`src/rtl/patfill_engine.sv`:
```
module patfill_engine #(
  parameter int AW = 21,
  parameter int PW = 13,
  parameter int XW = 11,
  parameter int YW = 10
) (
  input  logic          clk,
  input  logic          rst_n,
  input  logic          start,
  input  logic [7:0]    mode,
  input  logic [AW-1:0] src_addr,
  input  logic [AW-1:0] dst_addr,
  input  logic [PW-1:0] dst_pitch,
  input  logic [XW-1:0] width_m1,
  input  logic [YW-1:0] height_m1,
  input  logic [7:0]    fg_color,
  input  logic [7:0]    bg_color,
  output logic          busy,
  output logic          mem_en,
  output logic          mem_we,
  output logic [AW-1:0] mem_addr,
  output logic [7:0]    mem_wdata,
  input  logic [7:0]    mem_rdata
);
  localparam int PBYTES = 64;
  localparam int IW = $clog2(PBYTES);

  typedef enum logic [1:0] {S_IDLE, S_LOAD, S_WRITE} st_t;
  st_t st;

  logic [7:0]    pbuf [PBYTES];
  logic [IW-1:0] ld_idx, rd_slot;
  logic          rd_pend;
  logic [XW-1:0] px;
  logic [YW-1:0] py;
  logic [AW-1:0] row_base;

  logic          c_exp, c_trn;
  logic [AW-1:0] c_src;
  logic [PW-1:0] c_pitch;
  logic [XW-1:0] c_wm1;
  logic [YW-1:0] c_hm1;
  logic [7:0]    c_fg, c_bg;

  wire launch  = start && mode[6] && (st == S_IDLE);
  wire ld_last = c_exp ? (ld_idx == IW'(7)) : (ld_idx == IW'(PBYTES - 1));
  wire px_last = (px == c_wm1);
  wire all_done = px_last && (py == c_hm1);

  wire [7:0] mono_row = pbuf[{3'b000, py[2:0]}];
  wire       pat_bit  = mono_row[3'd7 - px[2:0]];
  wire       skip_px  = c_exp && c_trn && !pat_bit;

  assign busy      = (st != S_IDLE);
  assign mem_we    = (st == S_WRITE);
  assign mem_en    = (st == S_LOAD) || ((st == S_WRITE) && !skip_px);
  assign mem_addr  = (st == S_LOAD) ? c_src + AW'(ld_idx) : row_base + AW'(px);
  assign mem_wdata = c_exp ? (pat_bit ? c_fg : c_bg) : pbuf[{py[2:0], px[2:0]}];

  always_ff @(posedge clk) begin
    if (!rst_n) begin
      st       <= S_IDLE;
      ld_idx   <= '0;
      rd_pend  <= 1'b0;
      rd_slot  <= '0;
      px       <= '0;
      py       <= '0;
      row_base <= '0;
      c_exp    <= 1'b0;
      c_trn    <= 1'b0;
      c_src    <= '0;
      c_pitch  <= '0;
      c_wm1    <= '0;
      c_hm1    <= '0;
      c_fg     <= '0;
      c_bg     <= '0;
    end else begin
      rd_pend <= (st == S_LOAD);
      rd_slot <= ld_idx;
      unique case (st)
        S_IDLE: if (launch) begin
          st       <= S_LOAD;
          ld_idx   <= '0;
          c_exp    <= mode[7];
          c_trn    <= mode[3];
          c_src    <= src_addr;
          c_pitch  <= dst_pitch;
          c_wm1    <= width_m1;
          c_hm1    <= height_m1;
          c_fg     <= fg_color;
          c_bg     <= bg_color;
          row_base <= dst_addr;
          px       <= '0;
          py       <= '0;
        end
        S_LOAD: begin
          ld_idx <= ld_idx + 1'b1;
          if (ld_last) st <= S_WRITE;
        end
        S_WRITE: begin
          if (all_done) begin
            st <= S_IDLE;
          end else if (px_last) begin
            px       <= '0;
            py       <= py + 1'b1;
            row_base <= row_base + AW'(c_pitch);
          end else begin
            px <= px + 1'b1;
          end
        end
        default: st <= S_IDLE;
      endcase
    end
  end

  always_ff @(posedge clk) begin
    if (rd_pend) pbuf[rd_slot] <= mem_rdata;
  end
endmodule


```
`config.mk`:
```
export PLATFORM = sky130hd
export DESIGN_NAME = patfill_engine
export DESIGN_NICKNAME = d
export VERILOG_FILES = /design/src/rtl/patfill_engine.sv
export SDC_FILE = /design/constraint.sdc
export NUM_CORES = 1
export LEC_CHECK = 0
export BUFFER_PORTS_ARGS = -buffer_cell sky130_fd_sc_hd__buf_2
export CAP_MARGIN = 20
export CORE_MARGIN = 2
export CORE_UTILIZATION = 45
export DETAILED_ROUTE_END_ITERATION = 8
export SLEW_MARGIN = 30
export SYNTH_ARGS = -nofsm -noshare
export SYNTH_HDL_FRONTEND = slang
export SYNTH_SLANG_ARGS = --single-unit
```
`constraint.sdc`:
```
create_clock -name clk -period 2.7 [get_ports clk]
set_input_delay 0.27 -clock clk [delete_from_list [all_inputs] [get_ports clk]]
set_output_delay 0.27 -clock clk [all_outputs]
set_load 0.01 [all_outputs]
```
Word level (Yosys, flattened, before mapping):

Memories as Yosys holds them, arrays and structs flattened. A register that Yosys moved wholly into a read port is not among the register bits.
Cells that the tools add are included.

* logic and storage cells: 81
* output and inout port bits: 32
* RAM bits: 512
* input bits: 111
* flip-flop bits (word level): 130
* memories: 1

Memories
* pbuf: words 64, width 8, rd ports 2, clocked after memory_dff 1, write ports 1, line 31 `logic [7:0] pbuf [PBYTES];`

* reductions and logical operators: 18
* multiplexer cells: 28
* eq/ne operators: 11
* add/subtract/negate cells: 7
* order comparisons: 1

Operator list (number)
* 21-bit two-way mux: 4
* 21-bit one-hot mux with 2 select lines: 1
* 11-bit two-way mux: 3
* 10-bit two-way mux: 3
* 11-bit one-hot mux with 2 select lines: 1
* 21-bit by 11-bit adder with 21-bit output: 1
* 21-bit by 13-bit adder with 21-bit output: 1
* 21-bit by 6-bit adder with 21-bit output: 1
* 10-bit one-hot mux with 2 select lines: 1
* 6-bit two-way mux: 3
* 8-bit two-way mux: 2
* 6-bit one-hot mux with 2 select lines: 1
* 11-bit by 1-bit adder with 11-bit output, second input constant: 1
* 11-bit == test: 1
* 10-bit by 1-bit adder with 10-bit output, second input constant: 1
* 10-bit == test: 1
* 6-bit by 1-bit adder with 6-bit output, second input constant: 1
* 6-bit by 3-bit == test with 1-bit output, second input constant: 1
* 6-bit == test, second input constant: 1
* 1-bit logical AND: 6
* 2-bit two-way mux: 3
* 2-bit inequality test, second input constant: 3
* 2-bit one-hot mux with 3 select lines: 1
* 3-bit AND reduction: 2
* 13 further kinds: 21

Longest topological paths before layout:

* word-level depth: 8
* mapped depth: 9
* depth with buffers taken out: 8

Least setup slack after synthesis:

Ideal clock, no wire load.

* path type: register -> output
* start point: reg px[0]
* end point: out mem_addr[18]
* cell stages (with the launch flop): 9
* setup slack: -46 ps
* arrival: 2476 ps
* path through: dfxtp_1 > ha_1 > fa_1 > a21o_1 > a21oi_1 > o21ai_1 > a211oi_1 > o31ai_1 > a31oi_1

* cells in the longest elaborated chain, start to end: 2

RTL lines
* start, declared: line 34 `logic [XW-1:0] px;`
* start signal, assigned: line 108 `px <= px + 1'b1;`
* 21-bit by 11-bit adder with 21-bit output: line 57 `assign mem_addr = (st == S_LOAD) ? c_src + AW'(ld_idx) : row_base + AW'(px);`
* 21-bit two-way mux: line 57
* end, declared: line 21 `output logic [AW-1:0] mem_addr,`

No other way between the ends.

Worst setup path in the final report:

* start point: reg px[0]
* end point: out mem_wdata[0]

* cells in the longest elaborated chain, start to end: 5

RTL lines
* 3-bit subtractor: line 51 `wire pat_bit = mono_row[3'd7 - px[2:0]];`
* 1-bit binary-select mux with 3-bit select: line 51
* 1-bit two-way mux (not written as such): line 51
* 8-bit two-way mux: line 58 `assign mem_wdata = c_exp ? (pat_bit ? c_fg : c_bg) : pbuf[{py[2:0], px[2:0]}];`
* 8-bit two-way mux (*): line 58
* end, declared: line 22 `output logic [7:0] mem_wdata,`

Every way passes the cells marked *; elsewhere a longest branch is shown, timed or not. The select of a mux whose other input is x is not followed.

==> flow_metrics.env <==
export IMPL_status="finished with violations"
export IMPL_violations="negative setup slack"
export IMPL_cp_start_kind="register"
export IMPL_floorplan_die_height_um=255.7
export IMPL_commonest_register_cell_after_synthesis="edfxtp_1"
export IMPL_drtAntennaViolNets=0
export IMPL_via_count=19480
export IMPL_synth_area_top_cells="edfxtp_1 (54%), mux4_2 (10%), dfxtp_1 (9.3%)"
export IMPL_finalCriticalPeriod_ps=3430
export IMPL_place_hpwl_mm=53.42
export IMPL_worst_ir_drop_vdd_v=0.0004887
export IMPL_power_internal_w=0.01669
export IMPL_dp_worst_setup_slack_ps=-278.4
export IMPL_pin_count=143
export IMPL_initial_utilization_pct=45.35
export IMPL_rsz_0062_raised_after_global_routing="true"
export IMPL_worst_slew_pin_transition_ps=763.1
export IMPL_globalRouteOverflowTotal=0
export IMPL_clock_root_buffer="clkbuf_16"
export IMPL_fillers=5027
export IMPL_ys_types=85
export IMPL_timing_setup_tns_ps=-12990
export IMPL_worst_setup_hold_path_clk_slew_ps=60
export IMPL_clock_latency_ps=620
export IMPL_final_hold_worst_slack_ps=40.97
export IMPL_post_synth_inst_count=2030
export IMPL_fin_skew_ps=20.61
export IMPL_share_of_total_power_in_combinational_logic_pct=5.0
export IMPL_drt_total_wl_mm=78.23
export IMPL_cts_made_buffers=71
export IMPL_synth_seq_cells=645
export IMPL_yosysTopAreaCellShare_pct=53.94
export IMPL_first_pass_iters=5
export IMPL_cts_buffer_depth=3
export IMPL_synth_area_mux_share_pct=12.31
export IMPL_final_cells=3361
export IMPL_p_total_w=0.02130
export IMPL_leakage_nw=12.29
export IMPL_synth_async_sr_flop_share_pct=0
export IMPL_clock_sinks=645
export IMPL_syn2layout_area_growth_pct=27.02
export IMPL_place_port_buffers=137
export IMPL_dieArea_um2=65360
export IMPL_worst_endpoint_required_ps=2430
export IMPL_finalWeightedCongestion=0.9186
export IMPL_synth_common_cells="edfxtp_1 (512), nand2_1 (245), nor2_1 (137)"
export IMPL_yosysSeqAreaShare_pct=63.29
export IMPL_clock_fmax_mhz=291.5
export IMPL_synth_top_family_by_area="multiplexers"
export IMPL_synth_warn=0
export IMPL_yosys_area_share_xor_xnor_pct=1.352
export IMPL_swShare_pct=21.66
export IMPL_synth_largest_area_cell="edfxtp_1"
export IMPL_synthSimpleGateAreaFrac_pct=9.860
export IMPL_drt_iter0_markers=1625
export IMPL_holdCritPathClass="in -> reg"
export IMPL_grt_max_degree=65
export IMPL_nNetsFinal=2610
export IMPL_fp_coreArea_um2=62850
export IMPL_power_density_nw_per_um2=588.4
export IMPL_clock_tree_from_tritoncts="done"
export IMPL_placement_rows=92
export IMPL_avgRoutedWirePerCell_um=23.28
export IMPL_gr_usage_all_layers_pct=23.59
export IMPL_dp_cells=3123
export IMPL_worst_setup_path_end_kind="primary output"
export IMPL_power_share_sequential_pct=51.1
export IMPL_post_synth_fa_ha_maj_area_fraction_pct=1.659
export IMPL_drv_max_cap_violation_count=0
export IMPL_report_final_setup_viol=26
export IMPL_htree_num_levels=3
export IMPL_drt_drc=0
export IMPL_mappedNetlistNets=2177
export IMPL_slew_violations=0
export IMPL_slew_headroom_pct=49.02
export IMPL_area_occupied_by_multi_input_gates_um2=10810
export IMPL_number_of_global_route_vias_before_repair=19670
export IMPL_sequential_cell_area_um2=18070
export IMPL_post_synthesis_compound_gate_area_fraction_pct=9.355
export IMPL_post_synth_edffs=512
export IMPL_pwr_share_clk_pct=44.0
export IMPL_drive_above_1_share_pct=32.30
export IMPL_setup_slack_ps=-730.0
export IMPL_routed_vias_inst=5.795
export IMPL_number_of_antenna_violations_at_the_first_check_in_global_routing=1
export IMPL_critPathMaxFanout=10
export IMPL_synth_area_um2=28500
export IMPL_finalHoldViolations=0
export IMPL_layout_worst_path_cycle_share_pct=127.0
export IMPL_path_class="reg -> out"
export IMPL_yosys_cell_count_top_type="edfxtp_1"
export IMPL_grt_first_pass_wirelength_mm=118.1
export IMPL_die_width_um=255.7
export IMPL_syn_avg_cell_area_um2=14.04
export IMPL_p_sw_w=0.004613
export IMPL_timing_critical_path_arrival_ps=3160
[per-stage QoR]
step	cell area [um^2]	utilization, %
after global routing	36200	57.60
after CTS	35710	56.82
final	36200	57.60
after floorplan	28510	-
after global placement	31720	50.46
after detailed placement	31720	50.47
[critical path: stages (launching register included)]
cell      delay [ps]
dfxtp_4          430
buf_12           180
buf_12           160
mux4_2           550
mux2i_4          220
o21bai_1          90
a2111o_1         460
o311ai_1         100
a31oi_1          130
buf_2            230
[layout make-up]
| type | count | area share (%) |
|---|---|---|
| antenna | 1 | 0.006912 |
| inverter | 16 | 0.1694 |
| multi-input combinational | 1247 | 29.85 |
| clock inverter | 29 | 0.8606 |
| timing repair buffer | 482 | 10.93 |
| tap | 846 | 2.924 |
| sequential | 645 | 49.90 |
| clock buffer | 95 | 5.354 |
[layout by cell type (no fill, tap or decap), types with 9 or more instances in the layout]
master           n
edfxtp_1       512
nand2_1        244
buf_4          216
nor2_1         136
mux4_2         131
buf_2          131
dfxtp_1        118
a21oi_1        108
dlygate4sd3_1   86
clkbuf_16       72
nand3_1         51
mux2i_1         41
ha_1            25
buf_12          25
a22oi_2         22
nor3_1          22
o21ai_0         21
xor2_1          19
xnor2_1         18
clkbuf_1        18
buf_6           18
nor2b_1         16
a22oi_1         16
a21oi_2         16
nand4_1         15
and2_1          15
a21o_1          15
inv_1           14
nand3_2         13
or3_1           13
a31oi_1         12
o31ai_1         12
dfxtp_2         11
o31ai_2         10
a211oi_1        10
clkinv_1         9
a311oi_1         9
[cell families (layout without fill, tap and decap cells)]
| logic type | count (synthesis) | in the layout |
|---|---|---|
| xor+xnor | 44 | 44 |
| simple gates | 604 | 604 |
| mux | 182 | 182 |
| fa+ha+maj | 36 | 36 |
| buf+inv | 138 | 622 |
| flops | 645 | 645 |
| other cells | 0 | 1 |
| compound gates | 381 | 381 |
[flip-flops by register name, summed over array words and instances (netlist names), named ones only]
register / flops
rd_pend: 1
ld_idx: 6
c_bg: 8
c_exp: 1
c_trn: 1
c_pitch: 13
row_base: 21
py: 10
rd_slot: 6
c_src: 21
st: 2
c_fg: 8
pbuf: 512
c_hm1: 10
c_wm1: 11
px: 11
[timing repair]
item	4_1_cts	5_1_grt
hold endpoints to repair	86	0
setup endpoints to repair	28	29
resized for setup	130	88
gates cloned	4	0
hold buffers	86	0
setup buffers	14	15
pin swaps	45	52
[worst paths after layout]
path	start	end	slack, ps	depth (start not counted)
min reg2reg	c_trn$_SDFFE_PN0P_	c_trn$_SDFFE_PN0P_	460	2
max reg2reg	row_base[0]$_SDFFE_PN0P_	row_base[16]$_SDFFE_PN0P_	120	10
min	dst_addr[2]	row_base[2]$_SDFFE_PN0P_	40	3
max	px[0]$_SDFFE_PN0P_	mem_wdata[0]	-730	9
[power by group through the flow]
stage | clock (W) | combinational (W) | sequential [W]
after floorplan | 0 | 0.000438 | 0.0110
after detailed placement | 0 | 0.000890 | 0.0111
after CTS | 0.00957 | 0.00102 | 0.0109
final | 0.00936 | 0.00106 | 0.0109
after global routing | 0.00988 | 0.00114 | 0.0109
after global placement | 0 | 0.000865 | 0.0111
[per-layer routing]
layer / up-vias / wire (um) / GRT usage (%)
li1: 8814 / - / -
met1: 9777 / 31750 / 30.25
met2: 706 / 38970 / 40.80
met3: 181 / 4537 / 3.674
met4: 0 / 2977 / 8.333
met5: - / 0 / 0
(Power assumes the default switching activity.)
